File: src/rtl/usb_rh_port_pkg.sv
package usb_rh_port_pkg;

  localparam int unsigned REG_W   = 32;
  localparam int unsigned CCS_BIT = 0;
  localparam int unsigned PES_BIT = 1;
  localparam int unsigned PSS_BIT = 2;
  localparam int unsigned NUM_CHG = 4;

  typedef enum logic [1:0] {
    CHG_CONN = 2'd0,
    CHG_EN   = 2'd1,
    CHG_SUSP = 2'd2,
    CHG_RST  = 2'd3
  } chg_idx_e;

  // bit position of each sticky change flag in the register word
  function automatic int unsigned chg_pos(input int unsigned idx);
    case (idx)
      0:       return 16;
      1:       return 17;
      2:       return 18;
      default: return 20;
    endcase
  endfunction

  // sticky flag: a hardware set beats a software clear
  function automatic logic sticky_next(input logic q, input logic set, input logic clr);
    return set | (q & ~clr);
  endfunction

  function automatic logic [REG_W-1:0] pack_word(input logic ccs, input logic pes,
                                                 input logic pss,
                                                 input logic [NUM_CHG-1:0] chg);
    logic [REG_W-1:0] w;
    w = '0;
    w[CCS_BIT] = ccs;
    w[PES_BIT] = pes;
    w[PSS_BIT] = pss;
    for (int i = 0; i < NUM_CHG; i++) w[chg_pos(i)] = chg[i];
    return w;
  endfunction

endpackage

File: src/rtl/rh_conn_track.sv
module rh_conn_track (
  input  logic clk,
  input  logic rst_n,
  input  logic dev_attached,
  input  logic nonremovable,
  output logic ccs,
  output logic attach_ev,
  output logic detach_ev
);
  logic link_now;
  logic link_q;

  assign link_now = dev_attached | nonremovable;

  always_ff @(posedge clk or negedge rst_n) begin
    if (!rst_n) link_q <= 1'b0;
    else        link_q <= link_now;
  end

  // a fixed device always reads as present and raises no events
  assign ccs       = link_q | nonremovable;
  assign attach_ev = link_now & ~link_q & ~nonremovable;
  assign detach_ev = ~link_now & link_q;
endmodule

File: src/rtl/rh_port_state.sv
module rh_port_state (
  input  logic clk,
  input  logic rst_n,
  input  logic ccs,
  input  logic detach_ev,
  input  logic fault_ev,
  input  logic reset_done,
  input  logic resume_done,
  input  logic cmd_clr_en,
  input  logic cmd_set_en,
  input  logic cmd_set_susp,
  output logic pes,
  output logic pss,
  output logic pes_hw_drop,
  output logic cmd_refused
);
  logic pes_q, pss_q, pes_d, pss_d;
  logic hw_clr, hw_set, susp_end;

  assign hw_clr   = fault_ev | detach_ev;
  assign hw_set   = reset_done | resume_done;
  assign susp_end = detach_ev | reset_done | resume_done;

  always_comb begin
    // priority: hardware clear, hardware set, disable, enable, hold
    if (!ccs || hw_clr)  pes_d = 1'b0;
    else if (hw_set)     pes_d = 1'b1;
    else if (cmd_clr_en) pes_d = 1'b0;
    else if (cmd_set_en) pes_d = 1'b1;
    else                 pes_d = pes_q;

    if (susp_end)                pss_d = 1'b0;
    else if (cmd_set_susp && ccs) pss_d = 1'b1;
    else                         pss_d = pss_q;
  end

  always_ff @(posedge clk or negedge rst_n) begin
    if (!rst_n) begin
      pes_q <= 1'b0;
      pss_q <= 1'b0;
    end else begin
      pes_q <= pes_d;
      pss_q <= pss_d;
    end
  end

  assign pes         = pes_q;
  assign pss         = pss_q;
  assign pes_hw_drop = pes_q & hw_clr;
  assign cmd_refused = ~ccs & (cmd_set_en | cmd_set_susp);
endmodule

File: src/rtl/rh_change_bit.sv
module rh_change_bit (
  input  logic clk,
  input  logic rst_n,
  input  logic set,
  input  logic clr,
  output logic q
);
  always_ff @(posedge clk or negedge rst_n) begin
    if (!rst_n) q <= 1'b0;
    else        q <= usb_rh_port_pkg::sticky_next(q, set, clr);
  end
endmodule

File: src/rtl/usb_rh_port_reg.sv
module usb_rh_port_reg
  import usb_rh_port_pkg::*;
(
  input  logic             clk,
  input  logic             rst_n,
  input  logic             wr_en,
  input  logic [REG_W-1:0] wr_data,
  output logic [REG_W-1:0] rd_data,
  input  logic             dev_attached,
  input  logic             nonremovable,
  input  logic             ev_overcurrent,
  input  logic             ev_power_off,
  input  logic             ev_bus_error,
  input  logic             ev_reset_done,
  input  logic             ev_resume_done
);
  logic ccs, attach_ev, detach_ev, fault_any;
  logic pes, pss, pes_hw_drop, cmd_refused;
  logic cmd_clr_en, cmd_set_en, cmd_set_susp;
  logic [NUM_CHG-1:0] chg_set, chg_clr, chg_q;

  assign fault_any    = ev_overcurrent | ev_power_off | ev_bus_error;
  assign cmd_clr_en   = wr_en & wr_data[CCS_BIT];
  assign cmd_set_en   = wr_en & wr_data[PES_BIT];
  assign cmd_set_susp = wr_en & wr_data[PSS_BIT];

  rh_conn_track u_conn (
    .clk          (clk),
    .rst_n        (rst_n),
    .dev_attached (dev_attached),
    .nonremovable (nonremovable),
    .ccs          (ccs),
    .attach_ev    (attach_ev),
    .detach_ev    (detach_ev)
  );

  rh_port_state u_state (
    .clk          (clk),
    .rst_n        (rst_n),
    .ccs          (ccs),
    .detach_ev    (detach_ev),
    .fault_ev     (fault_any),
    .reset_done   (ev_reset_done),
    .resume_done  (ev_resume_done),
    .cmd_clr_en   (cmd_clr_en),
    .cmd_set_en   (cmd_set_en),
    .cmd_set_susp (cmd_set_susp),
    .pes          (pes),
    .pss          (pss),
    .pes_hw_drop  (pes_hw_drop),
    .cmd_refused  (cmd_refused)
  );

  assign chg_set[CHG_CONN] = attach_ev | detach_ev | cmd_refused;
  assign chg_set[CHG_EN]   = pes_hw_drop;
  assign chg_set[CHG_SUSP] = ev_resume_done;
  assign chg_set[CHG_RST]  = ev_reset_done;

  for (genvar gi = 0; gi < NUM_CHG; gi++) begin : g_chg
    assign chg_clr[gi] = wr_en & wr_data[chg_pos(gi)];
    rh_change_bit u_bit (
      .clk   (clk),
      .rst_n (rst_n),
      .set   (chg_set[gi]),
      .clr   (chg_clr[gi]),
      .q     (chg_q[gi])
    );
  end

  assign rd_data = pack_word(ccs, pes, pss, chg_q);
endmodule

File: config.mk
export PLATFORM = sky130hd
export DESIGN_NAME = usb_rh_port_reg
export DESIGN_NICKNAME = d
export VERILOG_FILES = /design/src/rtl/usb_rh_port_pkg.sv /design/src/rtl/rh_conn_track.sv /design/src/rtl/rh_port_state.sv /design/src/rtl/rh_change_bit.sv /design/src/rtl/usb_rh_port_reg.sv
export SDC_FILE = /design/constraint.sdc
export NUM_CORES = 1
export LEC_CHECK = 0
export BUFFER_PORTS_ARGS = -buffer_cell sky130_fd_sc_hd__buf_2
export CORE_ASPECT_RATIO = 0.9
export CORE_MARGIN = 3
export CORE_UTILIZATION = 31
export DETAILED_ROUTE_END_ITERATION = 12
export PLACE_DENSITY = 0.8
export SYNTH_ARGS = -nofsm -noshare
export SYNTH_HDL_FRONTEND = slang
export SYNTH_SLANG_ARGS = --single-unit
export TNS_END_PERCENT = 20
File: constraint.sdc
create_clock -name clk -period 1.2 [get_ports clk]
set_input_delay 0.06 -clock clk [delete_from_list [all_inputs] [get_ports clk]]
set_output_delay 0.06 -clock clk [all_outputs]
set_load 0.02 [all_outputs]
==> flow_summary.yaml <==
worst_setup_path:
  startpoint_type: "register"
  path_class: "register to primary output"
  path_max_fanout: 4
  crit_path_end_kind: "primary output"
  cp_data_required_time_ns: 1.14
  worst_ep_arrival_time_ns: 1.08
cts:
  cts.sinks: 7
  htreeDepth: 1
  cts_buffer_depth: 2
  cts_resized: 0
  ctsHoldBuffers: 1
  path_clk_slew_ns: 0.06
  ctsRootBufferMaster: "clkbuf_4"
  cts_tree: "yes"
  clkLatencyLatePin_ns: 0.25
  cts_setup_buffers: 0
  numCtsBuffers: 3
finish:
  stdcell_count: 107
  drive_above_1_share_pct: 38.55
  stdcell_area_um2: 608.1
  antenna_cells: 0
  nFillCells: 186
  nets: 126
  area_growth_pct: 3.404
floorplan:
  initial_utilization_pct: 33.91
  core_area_um2: 1734
  fp.dieArea_um2: 2456
  row_count: 14
  die_w_um: 51.91
  die_h_um: 47.32
  io_pins: 74
synth:
  ys_warn_count: 0
  ys_seq_area_share_pct: 29.79
  synth_cell_types: 18
  synth_seq_cells: 7
  avgSynthCellArea_um2: 9.189
  netlist_area_um2: 588.1
  postSynthCellCount: 64
route:
  remaining_drc_errors: 0
  wl_per_cell_um: 10.09
  drt_pass1_iterations: 4
  antenna_left: 0
  routed_wl_mm: 1.080
  drt_iter0_markers: 6
  vias: 395
  via_per_inst: 3.692
sta:
  fin_crit_sh_pct: 94.91
  rsz0062_at_grt: "no"
  setup_viol_count_final: 0
  fin_worst_skew_ns: 0.009951
  fmax_mhz: 878.0
  setup_tns_ns: 0
  timing.final.crit_period_ns: 1.139
  drv_slew: 0
  hold_viol: 0
  setup_ws_ns: 0.06109
global_routing:
  grt_antenna_before_repair: 0
  grt_usage_pct: 9.769
  grt_pass1_wl_mm: 1.628
  overflow: 0
  grt_pass1_vias: 367
  grt_max_degree: 9
placement:
  gp_congestion: 0.7455
  dp_hpwl_um: 903.9
  dpl.cell_count: 102
  placed_cell_area_um2: 571.8
  pre_cts_ws_ns: 0.1715
  port_buffers: 23
power_and_ir_drop:
  cellPowerDensity_nw_per_um2: 1102
  power_mw: 0.6704
  leakage_nw: 0.3258
  ir_drop_uv: 465.5
job:
  drv_cap: 0
outcome:
  status: "finished, final reports clean"
hold_path:
  min_path_type: "input port to register"
-- worst max-delay path, stage by stage, from the launching register on --
cell and delay (ns):
dfrtp_1 0.40, or2_4 0.27, buf_2 0.16
-- cells in the mapped netlist --
cell     instances  area, um2
or2_4            1      8.760
nor4_2           2      25.02
a21o_1           2      15.01
nand2_1          6      22.52
a21oi_1          2      10.01
o21ai_0          2      10.01
buf_6            1      11.26
a31oi_1          1      6.260
nor2_1           1      3.750
dfrtp_1          7      175.2
inv_1            1      3.750
conb_1           1      3.750
or2_2            1      6.260
a21oi_2          1      8.760
o311a_1          1      10.01
nor3b_4          1      18.77
buf_4           32      240.2
a22o_1           1      8.760
-- layer usage --
| layer | share of wire, % | GRT usage (%) |
|---|---|---|
| met1 | 33 | 9.021 |
| met5 | 0 | 0 |
| met4 | 0 | 3.141 |
| met2 | 52 | 17.29 |
| met3 | 15 | 6.984 |
-- area by class of cell --
type                            instances  area [um2]  area share (%)
Clock buffer                            4       26.28           4.321
Multi-Input combinational cell         47       247.7           40.74
Sequential cell                         7       175.2           28.81
Timing Repair Buffer                   24       125.1           20.58
Tap cell                               24       30.03           4.938
Inverter                                1       3.754          0.6173
-- through the flow --
stage	hold slack [ns]	utilization (%)
after floorplan	-0.2356	-
after global placement	-0.1018	32.97
after detailed placement	-0.09556	32.97
after CTS	0.00007232	35.06
after global routing	0.01438	35.06
final	0.004591	35.06
-- registers in the layout, indices dropped and copies added, names as in the netlist --
register       flops
u_state.pss        1
u_state.pes        1
u_conn.link_q      1
g_chg.u_bit.q      4
-- cells by family after synthesis --
logic type,share of synthesized area (%)
compound gates,11.70
buf+inv,43.40
flops,29.79
other cells,0.6377
simple gates,14.47
-- placed cells by master (no fill, tap or decap) --
cell           count
a21oi_1            2
conb_1            25
a21o_1             2
or2_4              1
dlygate4sd3_1      1
nor2_1             1
or2_2              1
a22o_1             1
buf_2             23
inv_1              1
dfrtp_1            7
nor3b_4            1
clkbuf_4           3
o21ai_0            2
a21oi_2            1
nor4_2             2
nand2_1            6
o311a_1            1
clkbuf_1           1
a31oi_1            1
-- worst paths after layout --
check                            startpoint                to  slack [ns]  cells after the start
max                           u_conn.link_q        rd_data[0]        0.06                      2
min reg2reg                g_chg[2].u_bit.q  g_chg[2].u_bit.q        0.47                      1
max in group asynchronous             rst_n     u_conn.link_q        0.85                      2
min in group asynchronous             rst_n       u_state.pss        0.18                      2
min                           ev_reset_done       u_state.pss       0.005                      2
max reg2reg                   u_conn.link_q       u_state.pss        0.18                      3
-- where the power goes --
part	switching [mW]	total, mW	internal, mW
sequential	0.00883	0.262	0.253
clock	0.0898	0.217	0.127
combinational	0.137	0.191	0.0541
total	0.236	0.670	0.435
Note: power is estimated with default switching activity, not from simulation.
